### src/rtl/dseq_pkg.sv
package dseq_pkg;
  localparam int SLOT_CYC = 8;
  localparam int PH_W     = $clog2(SLOT_CYC);

  typedef enum logic {OWN_VID = 1'b0, OWN_CPU = 1'b1} owner_e;

  typedef enum logic [1:0] {
    DM_NONE   = 2'b00,
    DM_NARROW = 2'b01,
    DM_WIDE   = 2'b10,
    DM_WIDE2  = 2'b11
  } dmode_e;

  // slot cycle positions; the strobe order depends on them
  localparam logic [PH_W-1:0] PH_ROW  = 3'd0;
  localparam logic [PH_W-1:0] PH_RAS  = 3'd1;
  localparam logic [PH_W-1:0] PH_COL0 = 3'd2;
  localparam logic [PH_W-1:0] PH_CAS0 = 3'd3;
  localparam logic [PH_W-1:0] PH_COL1 = 3'd4;
  localparam logic [PH_W-1:0] PH_CAS1 = 3'd5;
  localparam logic [PH_W-1:0] PH_DONE = 3'd6;
  localparam logic [PH_W-1:0] PH_LAST = 3'd7;
endpackage

### src/rtl/dseq_slot_ctl.sv
module dseq_slot_ctl
  import dseq_pkg::*;
#(
  parameter int AW = 15,
  parameter int DW = 8
) (
  input  logic            clk,
  input  logic            rst_n,
  input  dmode_e          mode,
  input  logic            line_active,
  input  logic            vid_valid,
  input  logic [AW-1:0]   vid_addr,
  input  logic            cpu_valid,
  input  logic [AW-1:0]   cpu_addr,
  input  logic            cpu_we,
  input  logic [DW-1:0]   cpu_wdata,
  output logic            vid_ready,
  output logic            cpu_ready,
  output logic [PH_W-1:0] ph,
  output logic            d_v,
  output logic            d_we,
  output logic [AW-1:0]   d_addr,
  output logic [DW-1:0]   d_wdata,
  output owner_e          d_own,
  output logic            q_v,
  output logic            q_we,
  output logic [AW-1:0]   q_addr,
  output logic [DW-1:0]   q_wdata,
  output owner_e          q_own
);
  logic   odd_q;
  owner_e nxt_own;
  logic   at_edge;

  assign at_edge = (ph == PH_LAST);

  // phase counter starts at the last cycle so the first edge opens a slot
  always_ff @(posedge clk or negedge rst_n) begin
    if (!rst_n) begin
      ph    <= PH_LAST;
      odd_q <= 1'b1;
    end else begin
      ph <= ph + 1'b1;
      if (at_edge) odd_q <= ~odd_q;
    end
  end

  // owner of the slot that begins at the coming edge
  always_comb begin
    unique case (mode)
      DM_NONE:   nxt_own = OWN_CPU;
      DM_NARROW: nxt_own = (!line_active || odd_q == 1'b0) ? OWN_CPU : OWN_VID;
      default:   nxt_own = line_active ? OWN_VID : OWN_CPU;
    endcase
  end

  assign vid_ready = at_edge && (nxt_own == OWN_VID);
  assign cpu_ready = at_edge && (nxt_own == OWN_CPU);

  always_comb begin
    d_own   = nxt_own;
    d_v     = (vid_ready && vid_valid) || (cpu_ready && cpu_valid);
    d_we    = cpu_ready && cpu_valid && cpu_we;
    d_addr  = (nxt_own == OWN_CPU) ? cpu_addr : vid_addr;
    d_wdata = cpu_wdata;
  end

  always_ff @(posedge clk or negedge rst_n) begin
    if (!rst_n) begin
      q_v     <= 1'b0;
      q_we    <= 1'b0;
      q_addr  <= '0;
      q_wdata <= '0;
      q_own   <= OWN_VID;
    end else if (at_edge) begin
      q_v     <= d_v;
      q_we    <= d_we;
      q_addr  <= d_addr;
      q_wdata <= d_wdata;
      q_own   <= d_own;
    end
  end

  a_r6_wide_locks_cpu: assert property (@(posedge clk) disable iff (!rst_n)
    (line_active && mode[1]) |-> !cpu_ready);
  a_r7_no_video_when_idle: assert property (@(posedge clk) disable iff (!rst_n)
    (!line_active || mode == DM_NONE) |-> !vid_ready);
  a_r9_cpu_ready_single: assert property (@(posedge clk) disable iff (!rst_n)
    cpu_ready |=> !cpu_ready);
  a_r9_vid_ready_single: assert property (@(posedge clk) disable iff (!rst_n)
    vid_ready |=> !vid_ready);
endmodule

### src/rtl/dseq_strobe_gen.sv
module dseq_strobe_gen
  import dseq_pkg::*;
#(
  parameter int ROW_W = 8,
  parameter int COL_W = 8,
  parameter int NIB_W = 4,
  localparam int AW   = ROW_W + COL_W - 1,
  localparam int DW   = 2 * NIB_W,
  localparam int MA_W = (ROW_W > COL_W) ? ROW_W : COL_W
) (
  input  logic             clk,
  input  logic             rst_n,
  input  logic [PH_W-1:0]  ph,
  input  logic             d_v,
  input  logic             d_we,
  input  logic [AW-1:0]    d_addr,
  input  logic [DW-1:0]    d_wdata,
  input  logic             q_v,
  input  logic             q_we,
  input  logic [AW-1:0]    q_addr,
  input  logic [DW-1:0]    q_wdata,
  output logic [MA_W-1:0]  dram_a,
  output logic             dram_ras_n,
  output logic             dram_cas_n,
  output logic             dram_we_n,
  output logic             dram_dq_oe,
  output logic [NIB_W-1:0] dram_dq_o
);
  logic [PH_W-1:0]  ph_n;
  logic             s_v, s_we;
  logic [AW-1:0]    s_addr;
  logic [DW-1:0]    s_wd;
  logic [MA_W-1:0]  row_a, col0_a, col1_a;
  logic [MA_W-1:0]  a_d;
  logic             ras_d, cas_d, we_d, oe_d;
  logic [NIB_W-1:0] dq_d;

  assign ph_n   = ph + 1'b1;
  // at the slot edge the fresh request is the one that steers cycle 0
  assign s_v    = (ph == PH_LAST) ? d_v     : q_v;
  assign s_we   = (ph == PH_LAST) ? d_we    : q_we;
  assign s_addr = (ph == PH_LAST) ? d_addr  : q_addr;
  assign s_wd   = (ph == PH_LAST) ? d_wdata : q_wdata;

  assign row_a  = MA_W'(s_addr[AW-1:COL_W-1]);
  assign col0_a = MA_W'({s_addr[COL_W-2:0], 1'b0});
  assign col1_a = MA_W'({s_addr[COL_W-2:0], 1'b1});

  always_comb begin
    a_d   = dram_a;
    ras_d = 1'b1;
    cas_d = 1'b1;
    we_d  = 1'b1;
    oe_d  = 1'b0;
    dq_d  = dram_dq_o;
    if (s_v) begin
      unique case (ph_n)
        PH_ROW: a_d = row_a;
        PH_RAS: begin
          a_d = row_a; ras_d = 1'b0; we_d = ~s_we;
        end
        PH_COL0, PH_CAS0: begin
          a_d = col0_a; ras_d = 1'b0; we_d = ~s_we; oe_d = s_we;
          cas_d = (ph_n != PH_CAS0);
          dq_d = s_wd[NIB_W-1:0];
        end
        PH_COL1, PH_CAS1: begin
          a_d = col1_a; ras_d = 1'b0; we_d = ~s_we; oe_d = s_we;
          cas_d = (ph_n != PH_CAS1);
          dq_d = s_wd[DW-1:NIB_W];
        end
        PH_DONE: we_d = ~s_we;
        default: ;
      endcase
    end
  end

  always_ff @(posedge clk or negedge rst_n) begin
    if (!rst_n) begin
      dram_a     <= '0;
      dram_ras_n <= 1'b1;
      dram_cas_n <= 1'b1;
      dram_we_n  <= 1'b1;
      dram_dq_oe <= 1'b0;
      dram_dq_o  <= '0;
    end else begin
      dram_a     <= a_d;
      dram_ras_n <= ras_d;
      dram_cas_n <= cas_d;
      dram_we_n  <= we_d;
      dram_dq_oe <= oe_d;
      dram_dq_o  <= dq_d;
    end
  end

  a_r2_cas_inside_ras: assert property (@(posedge clk) disable iff (!rst_n)
    !dram_cas_n |-> !dram_ras_n);
  a_r3_row_addr_held: assert property (@(posedge clk) disable iff (!rst_n)
    $fell(dram_ras_n) |-> $stable(dram_a));
  a_r3_col_addr_held: assert property (@(posedge clk) disable iff (!rst_n)
    $fell(dram_cas_n) |-> $stable(dram_a));
  a_r8_we_steady: assert property (@(posedge clk) disable iff (!rst_n)
    (!dram_ras_n && $past(!dram_ras_n)) |-> $stable(dram_we_n));
  a_r1_ras_one_per_slot: assert property (@(posedge clk) disable iff (!rst_n)
    $fell(dram_ras_n) |-> (ph == PH_RAS));
endmodule

### src/rtl/dseq_nibble_join.sv
module dseq_nibble_join
  import dseq_pkg::*;
#(
  parameter int NIB_W = 4,
  localparam int DW   = 2 * NIB_W
) (
  input  logic             clk,
  input  logic             rst_n,
  input  logic [PH_W-1:0]  ph,
  input  logic             q_v,
  input  logic             q_we,
  input  owner_e           q_own,
  input  logic [NIB_W-1:0] dq_i,
  output logic             rd_valid,
  output owner_e           rd_owner,
  output logic [DW-1:0]    rd_data
);
  logic [NIB_W-1:0] lo_q;
  logic             is_rd;

  assign is_rd = q_v && !q_we;

  always_ff @(posedge clk or negedge rst_n) begin
    if (!rst_n) begin
      lo_q     <= '0;
      rd_valid <= 1'b0;
      rd_owner <= OWN_VID;
      rd_data  <= '0;
    end else begin
      rd_valid <= 1'b0;
      if (is_rd && ph == PH_COL1) lo_q <= dq_i;
      if (is_rd && ph == PH_DONE) begin
        rd_valid <= 1'b1;
        rd_owner <= q_own;
        rd_data  <= {dq_i, lo_q};
      end
    end
  end

  a_r4_valid_pulse: assert property (@(posedge clk) disable iff (!rst_n)
    rd_valid |=> !rd_valid);
  a_r4_valid_at_slot_end: assert property (@(posedge clk) disable iff (!rst_n)
    rd_valid |-> (ph == PH_LAST));
endmodule

### src/rtl/nibble_dram_seq.sv
module nibble_dram_seq
  import dseq_pkg::*;
#(
  parameter int ROW_W = 8,
  parameter int COL_W = 8,
  parameter int NIB_W = 4,
  localparam int AW   = ROW_W + COL_W - 1,
  localparam int DW   = 2 * NIB_W,
  localparam int MA_W = (ROW_W > COL_W) ? ROW_W : COL_W
) (
  input  logic             clk,
  input  logic             rst_n,
  input  logic [1:0]       mode,
  input  logic             line_active,
  input  logic             vid_valid,
  output logic             vid_ready,
  input  logic [AW-1:0]    vid_addr,
  input  logic             cpu_valid,
  output logic             cpu_ready,
  input  logic [AW-1:0]    cpu_addr,
  input  logic             cpu_we,
  input  logic [DW-1:0]    cpu_wdata,
  output logic             rd_valid,
  output logic             rd_owner,
  output logic [DW-1:0]    rd_data,
  output logic [MA_W-1:0]  dram_a,
  output logic             dram_ras_n,
  output logic             dram_cas_n,
  output logic             dram_we_n,
  output logic             dram_dq_oe,
  output logic [NIB_W-1:0] dram_dq_o,
  input  logic [NIB_W-1:0] dram_dq_i
);
  logic [PH_W-1:0] ph;
  logic            d_v, d_we, q_v, q_we;
  logic [AW-1:0]   d_addr, q_addr;
  logic [DW-1:0]   d_wdata, q_wdata;
  owner_e          d_own, q_own, rd_own_e;

  dseq_slot_ctl #(.AW(AW), .DW(DW)) u_slot (
    .clk(clk), .rst_n(rst_n), .mode(dmode_e'(mode)), .line_active(line_active),
    .vid_valid(vid_valid), .vid_addr(vid_addr),
    .cpu_valid(cpu_valid), .cpu_addr(cpu_addr), .cpu_we(cpu_we), .cpu_wdata(cpu_wdata),
    .vid_ready(vid_ready), .cpu_ready(cpu_ready), .ph(ph),
    .d_v(d_v), .d_we(d_we), .d_addr(d_addr), .d_wdata(d_wdata), .d_own(d_own),
    .q_v(q_v), .q_we(q_we), .q_addr(q_addr), .q_wdata(q_wdata), .q_own(q_own)
  );

  dseq_strobe_gen #(.ROW_W(ROW_W), .COL_W(COL_W), .NIB_W(NIB_W)) u_strobe (
    .clk(clk), .rst_n(rst_n), .ph(ph),
    .d_v(d_v), .d_we(d_we), .d_addr(d_addr), .d_wdata(d_wdata),
    .q_v(q_v), .q_we(q_we), .q_addr(q_addr), .q_wdata(q_wdata),
    .dram_a(dram_a), .dram_ras_n(dram_ras_n), .dram_cas_n(dram_cas_n),
    .dram_we_n(dram_we_n), .dram_dq_oe(dram_dq_oe), .dram_dq_o(dram_dq_o)
  );

  dseq_nibble_join #(.NIB_W(NIB_W)) u_join (
    .clk(clk), .rst_n(rst_n), .ph(ph),
    .q_v(q_v), .q_we(q_we), .q_own(q_own), .dq_i(dram_dq_i),
    .rd_valid(rd_valid), .rd_owner(rd_own_e), .rd_data(rd_data)
  );

  assign rd_owner = rd_own_e;
endmodule

### config.mk
export PLATFORM = sky130hd
export DESIGN_NAME = nibble_dram_seq
export DESIGN_NICKNAME = d
export VERILOG_FILES = /design/src/rtl/dseq_pkg.sv /design/src/rtl/dseq_slot_ctl.sv /design/src/rtl/dseq_strobe_gen.sv /design/src/rtl/dseq_nibble_join.sv /design/src/rtl/nibble_dram_seq.sv
export SDC_FILE = /design/constraint.sdc
export NUM_CORES = 1
export LEC_CHECK = 0
export ABC_CLOCK_PERIOD_IN_PS = 3250
export CORE_MARGIN = 2
export CORE_UTILIZATION = 47
export CTS_CLUSTER_DIAMETER = 200
export DETAILED_ROUTE_END_ITERATION = 8
export PLACE_DENSITY = 0.76
export SETUP_SLACK_MARGIN = 0.1
export SYNTH_ARGS = -nofsm -noshare
export SYNTH_HDL_FRONTEND = slang
export SYNTH_SLANG_ARGS = --single-unit
### constraint.sdc
create_clock -name clk -period 3.25 [get_ports clk]
set_input_delay 0.975 -clock clk [delete_from_list [all_inputs] [get_ports clk]]
set_output_delay 0.975 -clock clk [all_outputs]
set_load 0.01 [all_outputs]
==> reports/qor.log, run 1 <==
qor: cells_and_area.nFillCells 432
qor: detailed_routing.route.detailed.drc 0
qor: sta.timing.final.max_slew_violations 0
qor: placement.detailed_placement_wirelength_estimate 4160 um
qor: global_route.grt_pass1_wl 9530 um
qor: placement.port-buffer-count 77
qor: cells_and_area.most_common_cell_after_layout_fill_and_taps_aside sky130_fd_sc_hd__clkdlybuf4s50_1
qor: cells_and_area.layout-area-overhead-vs-synth 40.2%
qor: global_route.first_global_vias 1982
qor: critical_path.start_kind primary input
qor: logic_synthesis.synth_net_count 265
qor: critical_path.crit_slowest_cell sky130_fd_sc_hd__clkdlybuf4s50_1
qor: critical_path.cp_cell_sequence clkdlybuf4s50_1 > a21o_4 > a21oi_4 > dlygate4sd2_1
qor: floorplan.row_count 27
qor: critical_path.timing.setup.critical_path_class in2out
qor: detailed_routing.detailroute.via_count 1927
qor: flow_run.cap_violations 0
qor: placement.placedInstanceArea 3600 sq um
qor: cells_and_area.register_cell_area_after_layout 1510 sq um
qor: min_path.min_delay_path_depth 1
qor: clock_tree.hold_buf_cts 0
qor: cells_and_area.layout_common_cells sky130_fd_sc_hd__clkdlybuf4s50_1 (73), sky130_fd_sc_hd__dfrtp_1 (53), sky130_fd_sc_hd__mux2_2 (21)
qor: pwr.ir_worst_vdd 0.312 mV
qor: cells_and_area.post_route_cells_drive_above_1_share 0.226
qor: detailed_routing.number_of_iterations_in_the_first_detailed_routing_pass 6
qor: clock_tree.clkLatencyLatePin 330 ps
qor: cells_and_area.postLayoutCoreUtil 0.686
qor: cells_and_area.design.final.nets 355
qor: sta.setup_total_negative_slack 0 ps
qor: cells_and_area.antenna_cells 0
qor: detailed_routing.routed_wl 5850 um
qor: logic_synthesis.synth_seq_cells 60
qor: critical_path.timing.critical_path.buf_inv 2
qor: clock_tree.clockRootBuffer sky130_fd_sc_hd__clkbuf_8
qor: floorplan.design.core.area 5540 sq um
qor: critical_path.critical_path_data_arrival_time 2080 ps
qor: detailed_routing.drt-vias-per-instance 5.17
qor: logic_synthesis.synth_cell_types 38
qor: sta.min_period_over_period 0.939
qor: floorplan.start_util 0.490
qor: clock_tree.clk_pin_slew 70 ps
qor: sta.timing.final.crit_period 3050 ps
qor: clock_tree.tritoncts.num_buffers 9
qor: critical_path.required_time_of_the_worst_setup_path 2270 ps
qor: sta.finalSetupViolations 0
qor: sta.rsz0062_at_grt false
qor: clock_tree.tritoncts_num_sinks 60
qor: placement.dp_cells 357
qor: logic_synthesis.mappedNetlistArea 2710 sq um
qor: sta.fmaxAchievable 328 MHz
qor: global_route.grt_antenna_before_repair 0
qor: cells_and_area.design_area 3800 sq um
qor: sta.finClkSkew 6.09 ps
qor: floorplan.dieArea 6400 sq um
qor: run_status.status complete, no violations
qor: sta.worst-slew-pin-transition 646 ps
qor: cells_and_area.finalNonFillerCells 373
qor: pwr.design_power_total 1.86 mW
qor: critical_path.worst_path_dominant_cell_family buffers and inverters
qor: detailed_routing.avgRoutedWirePerCell 15.7 um
qor: critical_path.cp.depth 4
qor: clock_tree.cts_buffer_depth 2
qor: global_route.global_routing_usage_summed_across_all_routing_layers 0.202
qor: sta.final_hold_viol_count 0
qor: critical_path.worstPathMaxFanout 2
qor: cells_and_area.multi_input_comb_area 1100 sq um
qor: logic_synthesis.synth-seq-area-share 0.557
qor: detailed_routing.antenna_violating_nets_post_route 0
qor: critical_path.depth_of_the_most_critical_reg_to_reg_path 7
qor: logic_synthesis.postSynthCellCount 206
qor: global_route.global_route.overflow_total 0
qor: logic_synthesis.ys.warnings.count 0
qor: detailed_routing.drt_iter0_markers 103
qor: critical_path.timing.critical_path.to_type output port
qor: pwr.static-leakage-power 1.72 nW
qor: placement.gpl.final_weighted_congestion 0.786
qor: pwr.powerDensity 490 nW/um^2
qor: floorplan.io_pins 78
qor: min_path.timing.hold.worst.class reg2reg
qor: clock_tree.tritoncts built
qor: critical_path.cpPeakStageDelay 430 ps
qor: global_route.largest_net_degree_at_the_start_of_global_routing 35
qor: logic_synthesis.synth.avg_cell_area 13.2 sq um
qor: sta.maxSlewHeadroom 0.569
qor: floorplan.floorplan.die.width 80.0 um
qor: clock_tree.cts_htree_levels 3
qor: floorplan.fp.dieH 80.0 um
## Yosys cell counts, drive strengths merged
cell | n | area, sq um
and2b | 1 | 8.76
and3 | 1 | 6.26
buf | 4 | 25.0
a21oi | 3 | 26.3
xor2 | 1 | 8.76
nand2 | 6 | 22.5
mux2i | 20 | 200
nor2 | 9 | 33.8
nor3 | 2 | 26.3
nand3 | 4 | 20.0
clkbuf | 1 | 3.75
dfstp | 7 | 184
mux2 | 23 | 267
o211ai | 2 | 15.0
a221o | 14 | 144
o21ai | 3 | 15.0
o31ai | 1 | 7.51
nor4 | 1 | 6.26
inv | 20 | 77.6
a32oi | 1 | 8.76
and2 | 1 | 6.26
ha | 9 | 113
a221oi | 1 | 15.0
a21o | 1 | 15.0
dfrtp | 53 | 1330
o21a | 1 | 7.51
nor2b | 13 | 83.8
a31oi | 3 | 40.0
## cells by family after synthesis
logic type / share of synthesized area
flip-flops: 0.557
XOR/XNOR: 0.00323
AND/OR/NAND/NOR: 0.0789
adder cells (fa/ha/maj): 0.0415
buffers and inverters: 0.0392
multiplexers: 0.172
AO/OA/AOI/OAI: 0.108
## where the power goes
part	internal, mW	switching (mW)	total [mW]
Clock	0.373	0.300	0.673
Combinational	0.208	0.120	0.328
Sequential	0.828	0.0339	0.862
Total	1.41	0.454	1.86
## area by class of cell
type | instances | share of cell area
clock inverter | 6 | 0.0168
multi-input combinational | 121 | 0.288
timing repair buffer | 84 | 0.218
clock buffer | 10 | 0.0362
tap | 72 | 0.0237
sequential | 60 | 0.397
inverter | 20 | 0.0204
## per-stage QoR
step	setup WS, ps	hold WS, ps
4_1_cts	193	502
3_3_place_gp	-76.1	482
2_1_floorplan	641	456
6_report	197	501
5_1_grt	164	512
3_5_place_dp	-104	487
## path summary, 6_finish.rpt
path	from	slack [ps]	endpoint
setup / recovery	mode[0]	200	cpu_ready
hold / removal	u_slot.q_wdata[6]	500	u_slot.q_wdata[6]
setup reg to reg	u_slot.ph[1]	540	u_strobe.dram_a[7]
hold reg to reg	u_slot.q_wdata[6]	500	u_slot.q_wdata[6]
max in group asynchronous	rst_n	1920	u_slot.ph[1]
min in group asynchronous	rst_n	670	u_slot.q_addr[5]
## layer usage
metal | share of wire | GRT usage | wire [um] | up-vias
li1 | - | - | - | 911
met1 | 0.44 | 0.259 | 2560 | 943
met2 | 0.47 | 0.317 | 2760 | 62
met3 | 0.068 | 0.0577 | 396 | 11
met4 | 0.021 | 0.0966 | 125 | 0
met5 | 0 | 0 | 0 | -
## sequential cells by signal, indices dropped and copies added, names as in the netlist
name,flops
u_slot.q_addr,15
u_join.rd_data,8
u_slot.q_wdata,8
u_strobe.dram_a,8
u_join.lo_q,4
u_strobe.dram_dq_o,4
u_slot.ph,3
u_join.rd_owner,1
u_join.rd_valid,1
u_slot.odd_q,1
u_slot.q_own,1
u_slot.q_v,1
u_slot.q_we,1
u_strobe.dram_cas_n,1
u_strobe.dram_dq_oe,1
u_strobe.dram_ras_n,1
u_strobe.dram_we_n,1
## repair_timing
| action | CTS | global route |
|---|---|---|
| resized for setup | 3 | 0 |
| setup endpoints to repair | 2 | 0 |
| buffers inserted | 0 | 0 |
## worst reg2reg max path, cell delays in order (launching register included)
cell,delay [ps]
sky130_fd_sc_hd__dfstp_2,580
sky130_fd_sc_hd__ha_1,210
sky130_fd_sc_hd__ha_1,230
sky130_fd_sc_hd__buf_4,330
sky130_fd_sc_hd__and2_1,230
sky130_fd_sc_hd__nand3_1,190
sky130_fd_sc_hd__a31oi_4,490
sky130_fd_sc_hd__mux2_4,340
Power figures use the tool's default switching activity.
==> run 2: changes to the inputs <==
Settings changed: CORE_UTILIZATION 47 to 60, DONT_BUFFER_PORTS from default to 1, PLACE_DENSITY 0.76 to 0.73, RECOVER_POWER from default to 25, SETUP_SLACK_MARGIN 0.1 to default.
==> run 2 against run 1 <==
Clock power rose by 8.2%; final cell count fell by 27%; clock skew fell by 0.80 ps; routed wire length fell by 8.5%; flip-flop and latch count did not move; utilization rose by 0.16 points; critical endpoint is now vid_ready; largest power group unchanged; highest routed layer unchanged.
==> reports/qor.log, run 2 (synthesized netlist as in run 1, its figures left out) <==
qor: detailed_routing.route.detailed.drc 0
qor: pwr.ir_worst_vdd 0.335 mV
qor: cells_and_area.max_flop_register u_slot.q_addr
qor: clock_tree.post_cts.resized_instances 0
qor: global_route.global_route.overflow_total 0
qor: global_route.grt_pass1_wl 8840 um
qor: critical_path.start_kind flip-flop
qor: pwr.static-leakage-power 1.40 nW
qor: floorplan.dieArea 5080 sq um
qor: pwr.design_power_total 1.75 mW
qor: floorplan.design.core.area 4350 sq um
qor: floorplan.fp.dieH 71.2 um
qor: critical_path.depth_of_the_most_critical_reg_to_reg_path 7
qor: clock_tree.hold_buf_cts 0
qor: global_route.grt_antenna_before_repair 0
qor: cells_and_area.post_route_cells_drive_above_1_share 0.285
qor: critical_path.reg2reg_to u_strobe.dram_a[7]
qor: cells_and_area.design_area 3000 sq um
qor: placement.preCtsSetupSlack 616 ps
qor: critical_path.required_time_of_the_worst_setup_path 2270 ps
qor: detailed_routing.number_of_iterations_in_the_first_detailed_routing_pass 4
qor: placement.detailed_placement_wirelength_estimate 3800 um
qor: placement.placedInstanceArea 2780 sq um
qor: critical_path.critical_path_data_arrival_time 1820 ps
qor: global_route.grt_util_met2 0.384
qor: global_route.global_routing_usage_summed_across_all_routing_layers 0.231
qor: flow_run.cap_violations 0
qor: cells_and_area.postLayoutCoreUtil 0.688
qor: clock_tree.tritoncts_num_sinks 60
qor: sta.setup_total_negative_slack 0 ps
qor: global_route.globalRoute.busiestLayer met2
qor: detailed_routing.drt-vias-per-instance 5.94
qor: run_status.status complete, no violations
qor: clock_tree.tritoncts.num_buffers 9
qor: sta.worst-slew-pin-transition 666 ps
qor: critical_path.setup.reg_to_reg.worst_slack 590 ps
qor: cells_and_area.design.final.nets 275
qor: sta.finClkSkew 5.29 ps
qor: detailed_routing.detailroute.via_count 1622
qor: sta.fmaxAchievable 358 MHz
qor: sta.rsz0062_at_grt false
qor: critical_path.worstPathMaxFanout 9
qor: placement.gpl.final_weighted_congestion 0.811
qor: cells_and_area.antenna_cells 0
qor: global_route.grtUsageMet1 0.270
qor: cells_and_area.layout-area-overhead-vs-synth 10.4%
qor: sta.min_period_over_period 0.859
qor: clock_tree.clk_pin_slew 60 ps
qor: clock_tree.cts_buffer_depth 2
qor: detailed_routing.antenna_violating_nets_post_route 0
qor: cells_and_area.layout_common_cells sky130_fd_sc_hd__dfrtp_1 (53), sky130_fd_sc_hd__mux2_2 (21), sky130_fd_sc_hd__mux2i_1 (20)
qor: floorplan.io_pins 78
qor: critical_path.timing.setup.critical_path_class reg2out
qor: sta.maxSlewHeadroom 0.552
qor: sta.timing.final.max_slew_violations 0
qor: global_route.first_global_vias 1790
qor: pwr.powerDensity 585 nW/um^2
qor: floorplan.row_count 24
qor: sta.finalSetupViolations 0
qor: placement.port-buffer-count 0
qor: min_path.timing.hold.worst.class in2async
qor: floorplan.start_util 0.623
qor: clock_tree.cts_htree_levels 3
qor: detailed_routing.routed_wl 5350 um
qor: cells_and_area.most_common_cell_after_layout_fill_and_taps_aside sky130_fd_sc_hd__dfrtp_1
qor: detailed_routing.avgRoutedWirePerCell 19.6 um
qor: sta.timing.final.ws_setup 457 ps
qor: sta.timing.final.crit_period 2790 ps
qor: floorplan.floorplan.die.width 71.2 um
qor: clock_tree.tritoncts built
qor: clock_tree.cts.repair_timing.setup_buffer_count 0
qor: detailed_routing.drt_iter0_markers 78
qor: clock_tree.clockRootBuffer sky130_fd_sc_hd__clkbuf_8
qor: sta.final_hold_viol_count 0
qor: critical_path.critPathLaunch u_slot.ph[1]
qor: critical_path.timing.critical_path.to_type output port
qor: clock_tree.clkLatencyLatePin 340 ps
qor: critical_path.r2r_start u_slot.ph[1]
qor: critical_path.timing.critical_path.to vid_ready
qor: global_route.largest_net_degree_at_the_start_of_global_routing 61
qor: global_route.met3_track_usage_gr 0.0830
qor: cells_and_area.largest_register_ffs 15
[run 2: stage by stage]
step	hold WS, ps	instances
after floorplan	456	206
after global placement	479	257
after detailed placement	485	257
after CTS	319	273
after global routing	310	273
final	329	273
[run 2: layer usage]
metal	routed length, um	vias to the layer above
li1	-	745
met1	2150	811
met2	2720	53
met3	368	13
met4	105	0
met5	0	-
[run 2: layout make-up]
type / count / area [sq um]
Clock buffer: 11 / 141
Clock inverter: 5 / 75.1
Fill cell: 337 / 1360
Inverter: 20 / 77.6
Multi-Input combinational cell: 121 / 1100
Sequential cell: 60 / 1510
Tap cell: 52 / 65.1
Timing Repair Buffer: 4 / 30.0
[run 2: worst min path at each step]
stage,startpoint,to,cells past startpoint
2_1_floorplan,u_slot.q_own,u_slot.q_own,2
3_3_place_gp,u_slot.q_wdata[5],u_slot.q_wdata[5],1
3_5_place_dp,u_slot.q_wdata[1],u_slot.q_wdata[1],1
4_1_cts,rst_n,u_slot.q_addr[12],0
5_1_grt,rst_n,u_slot.q_wdata[4],0
6_report,rst_n,u_slot.q_wdata[4],0
[run 2: power by group]
part           leakage [nW]  internal [mW]  switching [mW]
Clock                 0.113          0.449           0.279
Sequential            0.701          0.829          0.0693
Combinational         0.590         0.0729          0.0527
Total                  1.40           1.35           0.401
[run 2: worst max-delay path, stage by stage (launching register included)]
cell                      delay (ps)
sky130_fd_sc_hd__dfstp_2         580
sky130_fd_sc_hd__ha_1            210
sky130_fd_sc_hd__ha_1            220
sky130_fd_sc_hd__inv_4            80
sky130_fd_sc_hd__nor3_2          180
sky130_fd_sc_hd__buf_4           210
